==> src/rtl/sacc_pkg.sv <==
`timescale 1ns/1ps
package sacc_pkg;

  typedef enum logic {
    ARCH_SIGNMAG = 1'b0,
    ARCH_TWOS    = 1'b1
  } sacc_arch_e;

  // Bits needed to hold WIN samples of full-scale magnitude without wrapping.
  function automatic int unsigned acc_width(input int unsigned mag_w,
                                            input int unsigned win);
    longint unsigned peak;
    peak = ((longint'(1) << mag_w) - 1) * longint'(win) + 1;
    return $clog2(peak);
  endfunction

endpackage

==> src/rtl/sacc_window_ctr.sv <==
`timescale 1ns/1ps
module sacc_window_ctr #(
  parameter int unsigned WIN_LEN = 1024
) (
  input  logic clk,
  input  logic rst_n,
  input  logic step_i,
  output logic last_o
);
  localparam int unsigned CNT_W = (WIN_LEN > 1) ? $clog2(WIN_LEN) : 1;
  localparam logic [CNT_W-1:0] CNT_LAST = CNT_W'(WIN_LEN - 1);

  logic [CNT_W-1:0] cnt_q, cnt_d;
  logic             cnt_en;

  always_comb begin
    last_o = step_i && (cnt_q == CNT_LAST);
    cnt_en = step_i;
    cnt_d  = last_o ? '0 : cnt_q + CNT_W'(1);
  end

  always_ff @(posedge clk or negedge rst_n) begin
    if (!rst_n)      cnt_q <= '0;
    else if (cnt_en) cnt_q <= cnt_d;
  end

  // counter never leaves the window range
  a_r2_cnt_range: assert property (@(posedge clk) disable iff (!rst_n)
    cnt_q <= CNT_LAST);

  // after the last sample the count restarts at zero
  a_r2_cnt_wrap: assert property (@(posedge clk) disable iff (!rst_n)
    last_o |=> (cnt_q == '0));

endmodule

==> src/rtl/sacc_mag_acc.sv <==
`timescale 1ns/1ps
module sacc_mag_acc #(
  parameter int unsigned MAG_W = 3,
  parameter int unsigned ACC_W = 13,
  parameter int unsigned LO_W  = 4
) (
  input  logic             clk,
  input  logic             rst_n,
  input  logic             en_i,
  input  logic             clr_i,
  input  logic [MAG_W-1:0] mag_i,
  output logic [ACC_W-1:0] nxt_o
);
  localparam int unsigned HI_W = ACC_W - LO_W;

  logic [LO_W-1:0] lo_q, lo_d;
  logic [HI_W-1:0] hi_q, hi_d;
  logic [LO_W:0]   lo_sum;
  logic            carry;
  logic [HI_W-1:0] hi_inc;
  logic            lo_ce, hi_ce;

  // narrow adder on the low bits, incrementer on the high bits
  always_comb begin
    lo_sum = {1'b0, lo_q} + (LO_W+1)'(mag_i);
    carry  = en_i & lo_sum[LO_W];
    hi_inc = hi_q + HI_W'(1);
    nxt_o  = en_i ? {(carry ? hi_inc : hi_q), lo_sum[LO_W-1:0]} : {hi_q, lo_q};
  end

  // written-out clock enables: the high part only clocks on a carry
  always_comb begin
    lo_ce = clr_i | en_i;
    hi_ce = clr_i | carry;
    lo_d  = clr_i ? '0 : lo_sum[LO_W-1:0];
    hi_d  = clr_i ? '0 : hi_inc;
  end

  always_ff @(posedge clk or negedge rst_n) begin
    if (!rst_n)     lo_q <= '0;
    else if (lo_ce) lo_q <= lo_d;
  end

  always_ff @(posedge clk or negedge rst_n) begin
    if (!rst_n)     hi_q <= '0;
    else if (hi_ce) hi_q <= hi_d;
  end

  // an unselected accumulator does not move
  a_r6_hold: assert property (@(posedge clk) disable iff (!rst_n)
    (!en_i && !clr_i) |=> ($stable(lo_q) && $stable(hi_q)));

  // the high part moves only on a low-part carry
  a_r10_hi_carry_only: assert property (@(posedge clk) disable iff (!rst_n)
    (!clr_i && !(en_i && lo_sum[LO_W])) |=> $stable(hi_q));

  // the accumulator never wraps
  a_r7_no_overflow: assert property (@(posedge clk) disable iff (!rst_n)
    en_i |-> !(lo_sum[LO_W] && (&hi_q)));

  // the window close leaves the accumulator empty
  a_r5_clear: assert property (@(posedge clk) disable iff (!rst_n)
    clr_i |=> (lo_q == '0 && hi_q == '0));

endmodule

==> src/rtl/sacc_twos_acc.sv <==
`timescale 1ns/1ps
module sacc_twos_acc #(
  parameter int unsigned MAG_W = 3,
  parameter int unsigned RES_W = 14
) (
  input  logic                    clk,
  input  logic                    rst_n,
  input  logic                    en_i,
  input  logic                    clr_i,
  input  logic                    neg_i,
  input  logic [MAG_W-1:0]        mag_i,
  output logic signed [RES_W-1:0] nxt_o
);
  logic signed [RES_W-1:0] acc_q, acc_d, addend;
  logic                    acc_ce;

  always_comb begin
    addend = neg_i ? -$signed(RES_W'(mag_i)) : $signed(RES_W'(mag_i));
    nxt_o  = en_i ? acc_q + addend : acc_q;
    acc_ce = en_i | clr_i;
    acc_d  = clr_i ? '0 : nxt_o;
  end

  always_ff @(posedge clk or negedge rst_n) begin
    if (!rst_n)      acc_q <= '0;
    else if (acc_ce) acc_q <= acc_d;
  end

  // invalid cycles leave the accumulator unchanged
  a_r6_twos_hold: assert property (@(posedge clk) disable iff (!rst_n)
    (!en_i && !clr_i) |=> $stable(acc_q));

  // cleared at window close
  a_r5_twos_clear: assert property (@(posedge clk) disable iff (!rst_n)
    clr_i |=> (acc_q == '0));

endmodule

==> src/rtl/sacc_top.sv <==
`timescale 1ns/1ps
module sacc_top #(
  parameter int unsigned          MAG_W   = 3,
  parameter int unsigned          WIN_LEN = 1024,
  parameter int unsigned          LO_W    = 4,
  parameter sacc_pkg::sacc_arch_e ARCH    = sacc_pkg::ARCH_SIGNMAG,
  localparam int unsigned         ACC_W   = sacc_pkg::acc_width(MAG_W, WIN_LEN),
  localparam int unsigned         RES_W   = ACC_W + 1
) (
  input  logic                    clk,
  input  logic                    rst_n,
  input  logic                    in_valid_i,
  input  logic [MAG_W:0]          smp_i,
  output logic                    res_valid_o,
  output logic signed [RES_W-1:0] res_data_o
);
  logic             smp_neg;
  logic [MAG_W-1:0] smp_mag;
  logic             smp_nz;
  logic             win_last;
  logic signed [RES_W-1:0] result_d;
  logic                    res_valid_q;
  logic signed [RES_W-1:0] res_data_q;

  always_comb begin
    smp_neg = smp_i[MAG_W];
    smp_mag = smp_i[MAG_W-1:0];
    smp_nz  = |smp_mag;
  end

  sacc_window_ctr #(.WIN_LEN(WIN_LEN)) u_win (
    .clk    (clk),
    .rst_n  (rst_n),
    .step_i (in_valid_i),
    .last_o (win_last)
  );

  generate
    if (ARCH == sacc_pkg::ARCH_SIGNMAG) begin : g_signmag
      logic             pos_en, neg_en;
      logic [ACC_W-1:0] pos_nxt, neg_nxt;

      always_comb begin
        pos_en = in_valid_i & smp_nz & ~smp_neg;
        neg_en = in_valid_i & smp_nz &  smp_neg;
      end

      sacc_mag_acc #(.MAG_W(MAG_W), .ACC_W(ACC_W), .LO_W(LO_W)) u_pos (
        .clk   (clk),
        .rst_n (rst_n),
        .en_i  (pos_en),
        .clr_i (win_last),
        .mag_i (smp_mag),
        .nxt_o (pos_nxt)
      );

      sacc_mag_acc #(.MAG_W(MAG_W), .ACC_W(ACC_W), .LO_W(LO_W)) u_neg (
        .clk   (clk),
        .rst_n (rst_n),
        .en_i  (neg_en),
        .clr_i (win_last),
        .mag_i (smp_mag),
        .nxt_o (neg_nxt)
      );

      always_comb result_d = $signed({1'b0, pos_nxt}) - $signed({1'b0, neg_nxt});

      // at most one magnitude accumulator accepts a sample, and only a valid one
      a_r6_steer: assert property (@(posedge clk) disable iff (!rst_n)
        (pos_en || neg_en) |-> (in_valid_i && smp_nz));
    end else begin : g_twos
      sacc_twos_acc #(.MAG_W(MAG_W), .RES_W(RES_W)) u_acc (
        .clk   (clk),
        .rst_n (rst_n),
        .en_i  (in_valid_i),
        .clr_i (win_last),
        .neg_i (smp_neg),
        .mag_i (smp_mag),
        .nxt_o (result_d)
      );
    end
  endgenerate

  always_ff @(posedge clk or negedge rst_n) begin
    if (!rst_n) res_valid_q <= 1'b0;
    else        res_valid_q <= win_last;
  end

  always_ff @(posedge clk or negedge rst_n) begin
    if (!rst_n)        res_data_q <= '0;
    else if (win_last) res_data_q <= result_d;
  end

  assign res_valid_o = res_valid_q;
  assign res_data_o  = res_data_q;

  // a result pulse lasts exactly one cycle
  a_r2_single_pulse: assert property (@(posedge clk) disable iff (!rst_n)
    res_valid_o |=> !res_valid_o);

  // without an accepted sample, no pulse follows and the result holds
  a_r9_hold: assert property (@(posedge clk) disable iff (!rst_n)
    !in_valid_i |=> (!res_valid_o && $stable(res_data_o)));

endmodule

==> config.mk <==
export PLATFORM = sky130hd
export DESIGN_NAME = sacc_top
export DESIGN_NICKNAME = d
export VERILOG_FILES = /design/src/rtl/sacc_pkg.sv /design/src/rtl/sacc_window_ctr.sv /design/src/rtl/sacc_mag_acc.sv /design/src/rtl/sacc_twos_acc.sv /design/src/rtl/sacc_top.sv
export SDC_FILE = /design/constraint.sdc
export NUM_CORES = 1
export LEC_CHECK = 0
export ABC_CLOCK_PERIOD_IN_PS = 4100
export CAP_MARGIN = 30
export CORE_AREA = 8 8 79 81
export DETAILED_ROUTE_END_ITERATION = 10
export DIE_AREA = 0 0 87 89
export DONT_BUFFER_PORTS = 1
export PLACE_DENSITY = 0.89
export SLEW_MARGIN = 15
export SYNTH_ARGS = -nofsm -noshare
export SYNTH_HDL_FRONTEND = slang
export SYNTH_SLANG_ARGS = --single-unit
==> constraint.sdc <==
create_clock -name clk -period 4.1 [get_ports clk]
set_clock_uncertainty 0.1 [all_clocks]
set_input_delay 0.41 -clock clk [delete_from_list [all_inputs] [get_ports clk]]
set_output_delay 0.41 -clock clk [all_outputs]
set_load 0.01 [all_outputs]
# --- Word level (Yosys, flattened, before mapping) ---
# Cells that the tools add are included.
# W data, S select, Z words.
word_totals:
  reg_bits: 51
  input_bits: 7
  output_inout_bits: 15
  elab_cells: 35
classes:
  n_addsub: 6
  eq_ne: 1
  n_mux: 9
  bitwise: 10
  reduce_logical: 2
op_table:
  columns: ["op", "n"]
  rows:
  - ["$mux W9", 4]
  - ["$mux W13", 2]
  - ["$add A9 B1 Y9 const B", 2]
  - ["$sub A13 B13 Y14", 1]
  - ["$add A10 B1 Y10 const B", 1]
  - ["$add A4 B3 Y5", 2]
  - ["$eq A10 B10 Y1 const B", 1]
  - ["$mux W10", 1]
  - ["$mux W4", 2]
  - ["$and A1 B1 Y1", 5]
  - ["$or A1 B1 Y1", 4]
  - ["$reduce_or A3 Y1", 1]
  - ["$logic_and A1 B1 Y1", 1]
  - ["$not A1 Y1", 1]

# --- Logic depth before layout (Yosys ltp) ---
logic_depth:
  ltp_word: 7
  depth_mapped: 13
  depth_no_buf: 12

# --- By module ---
# From an unflattened synthesis, not the netlist that was laid out.
unflattened:
  hier_cells: 351
  hier_area_um2: 3489.6
modules_own_cells:
  columns: ["mod", "n_inst", "cells_each", "area_each_um2", "seq_area_each_um2"]
  rows:
  - ["sacc_mag_acc", 2, 88, 890.9, 325.3]
  - ["sacc_top", 1, 128, 1201.2, 375.4]
  - ["sacc_window_ctr", 1, 47, 506.7, 250.2]

# --- Least setup slack after synthesis ---
# No wires, ideal clock.
synth_timing:
  path_kind: "in2reg"
  start: "input smp_i[0]"
  end: "register res_data_q[7] (netlist: res_data_o[7])"
  setup_ps: 126
  t_arrival_ps: 2943
  t_required_ps: 3874
  path_slack_ps: 931
  cell_stages: 11
  n_path_buf: 0
  path_cell_list: "ha_1 fa_1 a21oi_1 nor3b_4 xnor2_1 ha_1 a21o_1 a31oi_1 nand2_1 a31o_2 a221o_1"
synth_via:
  elab_chain_len: 7
  elab_cells_between_ends: 13
  classes_between: "add/sub: 3; mux: 4; bitwise: 5; reduce/logical: 1"
synth_lines:
  columns: ["item", "line", "text"]
  rows:
  - ["start, declared", "sacc_top.sv:13", "input logic [MAG_W:0] smp_i,"]
  - ["parallel branches: the longest is 6 deep, another holds $add A4 B3 Y5", null, null]
  - ["$sub A13 B13 Y14 (*)", "sacc_top.sv:66", "always_comb result_d = $signed({1'b0, pos_nxt}) - $signed({1'b0, neg_nxt});"]
  - ["end signal, assigned", "sacc_top.sv:91", "else if (win_last) res_data_q <= result_d;"]
  - ["end, declared", "sacc_top.sv:23", "logic signed [RES_W-1:0] res_data_q;"]
# Every way passes the cells marked *.
# A chain may end at the register's enable or synchronous reset.

# --- Final worst setup path ---
layout_timing:
  start: "register g_signmag.u_neg.lo_q[0]"
  end: "register res_data_q[11] (netlist: res_data_o[11])"
layout_via:
  elab_chain_len: 5
layout_lines:
  columns: ["item", "line", "text"]
  rows:
  - ["start, declared", "sacc_mag_acc.sv:16", "logic [LO_W-1:0] lo_q, lo_d;"]
  - ["start signal, assigned", "sacc_mag_acc.sv:41", "else if (lo_ce) lo_q <= lo_d;"]
  - ["$add A4 B3 Y5", "sacc_mag_acc.sv:25", "lo_sum = {1'b0, lo_q} + (LO_W+1)'(mag_i);"]
  - ["$and A1 B1 Y1", "sacc_mag_acc.sv:26", "carry = en_i & lo_sum[LO_W];"]
  - ["$mux W9", "sacc_mag_acc.sv:28", "nxt_o = en_i ? {(carry ? hi_inc : hi_q), lo_sum[LO_W-1:0]} : {hi_q, lo_q};"]
  - ["$mux W13 (*)", "sacc_mag_acc.sv:28", null]
  - ["$sub A13 B13 Y14 (*)", "sacc_top.sv:66", null]
# Every way passes the cells marked *; elsewhere a longest branch is shown, timed or not.

==> out/metrics.csv <==
stage,metric,value,unit
run_status,status,finished clean,
worst_setup_path,cell chain of the critical path,ha_1 > fa_1 > a21oi_1 > nor3b_4 > nand2_1 > xor2_1 > ha_1 > a21o_1 > a31oi_1 > o21ai_0 > o21a_1 > o31ai_1,
power_and_ir_drop,Int Pwr,0.001149,W
cells_and_area,Antenna diodes,0,
clock_tree,CTS Buf Count,5,
detailed_routing,Detailed Route Iter0 Violations,103,
logic_synthesis,Syn. warnings,0,
timing,final hold vios,0,
die,IO Count,22,
logic_synthesis,"EDFF count, synth",0,
worst_setup_path,r2r setup slk,0.62,ns
die,die area,0.007743,sq mm
logic_synthesis,register area share after synthesis,41.63,%
worst_setup_path,crit-path max FO,6,
power_and_ir_drop,combinational cell fraction of total power,47.4,%
timing,"Slew Viols, Final",0,
die,Starting Density,61.59,%
worst_setup_path,worst path arrival time,3.59,ns
cells_and_area,Fillers,373,
cells_and_area,final-stage net count,329,
timing,fin crit period,3.476,ns
worst_setup_path,Worst path max stage delay,0.41,ns
die,DIE HEIGHT,89,um
worst_setup_path,reg2reg path depth,12,
timing,worst rel slew slack,63.31,%
clock_tree,clk buf depth,2,
worst_setup_path,CP Buf/Inv Count,0,
clock_tree,clock sink count,51,
timing,Setup TNS,0,ns
power_and_ir_drop,P_leak,1.475,nW
clock_tree,post_cts resized,0,
timing,setup violators final,0,
die,die width,87,um
placement,Final HPWL DP,4.381,mm
power_and_ir_drop,PD cells,590.5,mW/mm^2
cells_and_area,Final Instance Count excl. Fillers,368,
worst_setup_path,CP dominant cell by count,ha_1,
global_routing,global route total overflow,0,
cells_and_area,synthesis-to-layout area growth,5.755,%
clock_tree,insertion delay to the later sink of the worst-skew pair,0.31,ns
timing,RSZ-0062 raised after global routing,no,
worst_setup_path,kind of critical path,reg -> reg,
timing,Fin Hold WS,0.1057,ns
detailed_routing,Post-route DRC,0,
worst_setup_path,WP depth,12,
die,# rows,26,
timing,Final Cycle Share,84.77,%
worst_setup_path,"slowest stage cell, crit path",dfrtp_1,
flow_run,Max Cap Viol,0,
power_and_ir_drop,NetSw,0.0007659,W
logic_synthesis,syn nets,328,
timing,worst slew pin tran,0.5492,ns
detailed_routing,routed vias,2167,
placement,Placed Instances,358,
worst_hold_path,hold path depth,1,
clock_tree,# Post-CTS Setup Buffers,0,
worst_hold_path,Hold WC Path Type,in -> reg,
worst_setup_path,Worst setup EP type,flip-flop,
logic_synthesis,Syn Area/Cell,10.36,sq um
placement,Port Buffers,0,
logic_synthesis,Synth Register Bits,51,
logic_synthesis,Netlist Area Pre-Place,0.003065,sq mm
logic_synthesis,top_reg_cell synth,dfrtp_1,
detailed_routing,ANT nets after route,0,
detailed_routing,vias per cell,5.889,
logic_synthesis,Mapped Cells,296,
placement,gp weighted congestion,0.8238,
worst_setup_path,CP required,4.21,ns
clock_tree,CTS tree,built,
power_and_ir_drop,Final Total Pwr,0.001914,W
logic_synthesis,asr flop ratio synth,100.0,%
clock_tree,Clock Pin Slew Worst Setup and Hold Paths,0.10,ns
detailed_routing,Routed wire per std cell,16.30,um
power_and_ir_drop,clock network fraction of design power,16.0,%
global_routing,vias in the first global route,2246,
timing,Final WS setup,0.6244,ns
power_and_ir_drop,Reg power frac,36.7,%
cells_and_area,share of layout cells above drive strength 1,8.725,%
power_and_ir_drop,Sw Ratio,40.00,%
clock_tree,H-tree levels,2,
global_routing,first-pass GRT wire length,10.35,mm
die,CORE AREA,0.004977,sq mm
timing,Fmax,0.2877,GHz
placement,Setup WS pre-CTS,0.7102,ns
detailed_routing,routed wire length,5.999,mm
worst_setup_path,crit-path leading delay family,compound AO/OA/AOI/OAI gates,
logic_synthesis,Unique masters post-synth,52,
global_routing,GRT Total Usage,16.82,%
power_and_ir_drop,maximum vdd drop,486.8,uV
global_routing,largest net degree at the start of global routing,52,
worst_setup_path,startpoint types,flip-flop,
clock_tree,CTS root buf,clkbuf_8,
detailed_routing,DR pass1 iterations,4,
global_routing,initial antenna violation count,0,
path summary, 6_finish.rpt:
kind                                               from                      end
worst max register to register  g_signmag.u_neg.lo_q[0]           res_data_o[11]
max in group asynchronous                         rst_n            res_data_o[7]
min in group asynchronous                         rst_n  g_signmag.u_pos.hi_q[6]
worst min register to register           u_win.cnt_q[4]           u_win.cnt_q[4]
worst min-delay path                         in_valid_i           u_win.cnt_q[1]
worst max-delay path            g_signmag.u_neg.lo_q[0]           res_data_o[11]
metrics by stage:
step | cell area, sq um | utilization [%]
final | 3242 | 65.13
after global routing | 3242 | 65.13
after CTS | 3242 | 65.13
after detailed placement | 3105 | 62.39
after global placement | 3105 | 62.39
after floorplan | 3065 | -
cells in the final DEF, fill, tap and decap left out, drive strengths merged, types with 3 or more instances in the layout:
| cell type | n |
|---|---|
| a21o | 7 |
| a21oi | 11 |
| a31oi | 4 |
| and2 | 15 |
| and3 | 4 |
| clkbuf | 6 |
| dfrtp | 51 |
| fa | 3 |
| ha | 22 |
| inv | 5 |
| mux2 | 3 |
| mux2i | 3 |
| nand2 | 30 |
| nand3 | 13 |
| nand4 | 11 |
| nor2 | 25 |
| nor2b | 3 |
| nor3 | 6 |
| o21ai | 12 |
| o31ai | 3 |
| xnor2 | 19 |
| xor2 | 14 |
worst reg2reg max path, stage by stage (launching register included):
cell,delay (ns)
dfrtp_1,0.41
ha_1,0.21
fa_1,0.41
a21oi_1,0.34
nor3b_4,0.12
nand2_1,0.11
xor2_1,0.21
ha_1,0.33
a21o_1,0.21
a31oi_1,0.36
o21ai_0,0.18
o21a_1,0.21
o31ai_1,0.18
registers in the layout (all words and copies together), names as in the netlist:
register              cells
g_signmag.u_pos.hi_q      9
g_signmag.u_neg.hi_q      9
res_valid_o               1
g_signmag.u_neg.lo_q      4
res_data_o               14
g_signmag.u_pos.lo_q      4
u_win.cnt_q              10
cell type report:
class | instances | area [sq um] | share of cell area [%]
Tap cell | 70 | 87.58 | 2.702
Clock inverter | 2 | 16.27 | 0.5017
Inverter | 6 | 23.77 | 0.7333
Multi-Input combinational cell | 231 | 1718 | 52.99
Sequential cell | 51 | 1276 | 39.37
Clock buffer | 6 | 82.58 | 2.547
Timing Repair Buffer | 2 | 37.54 | 1.158
power groups by stage:
stage,sequential (W),clock (W),combinational (W)
after detailed placement,0.000710,0,0.000872
after floorplan,0.000690,0,0.000714
after global placement,0.000702,0,0.000834
after global routing,0.000716,0.000330,0.00100
final,0.000702,0.000306,0.000907
after CTS,0.000701,0.000313,0.000897
per-layer routing:
metal  GRT usage, %  vias to the layer above  share of wire, %  routed length (um)
met3          3.217                       13               5.4                 322
met1          20.26                     1044                44                2668
li1               -                     1053                 -                   -
met4          6.416                        0               1.7                 104
met2          29.15                       57                48                2904
met5              0                        -                 0                   0
cells by family (layout without fill, tap and decap cells):
group | count (synthesis) | after routing | synth area share, %
AOI/OAI and AO/OA | 54 | 54 | 13.06
muxes | 6 | 6 | 2.204
adders and majority gates | 25 | 25 | 10.94
xor gates and xnor gates | 33 | 33 | 9.429
DFF | 51 | 51 | 41.63
buffers and inverters | 14 | 16 | 2.326
and+or+nand+nor | 113 | 113 | 20.41
what timing repair did:
action	in CTS	in global routing
setup endpoints to repair	0	0
hold buffers	2	0
endpoints found under the hold margin	51	0
Yosys cell counts (2+ instances only):
cell type | instances | area share, %
nor2_1 | 25 | 3.1
a211o_1 | 2 | 0.57
o21ai_1 | 6 | 0.98
xor2_1 | 14 | 4.0
and3_1 | 4 | 0.82
nand4_4 | 2 | 1.4
and2_1 | 14 | 2.9
o31ai_1 | 3 | 0.73
inv_1 | 5 | 0.61
ha_1 | 22 | 9.0
nand2_1 | 29 | 3.6
dfrtp_1 | 51 | 42
nor3_1 | 4 | 0.65
fa_1 | 3 | 2.0
o21a_1 | 2 | 0.49
a21o_1 | 7 | 1.7
buf_2 | 5 | 0.82
mux2_2 | 2 | 0.73
o21ai_0 | 6 | 0.98
a21oi_1 | 11 | 1.8
a31oi_1 | 4 | 0.82
and4_1 | 2 | 0.57
nor2b_1 | 3 | 0.61
mux2i_1 | 3 | 0.98
nand3_1 | 12 | 2.0
xnor2_1 | 19 | 5.4
o211ai_1 | 2 | 0.49
a221o_1 | 2 | 0.65
nand4_1 | 9 | 1.8
Power figures use the tool's default switching activity.
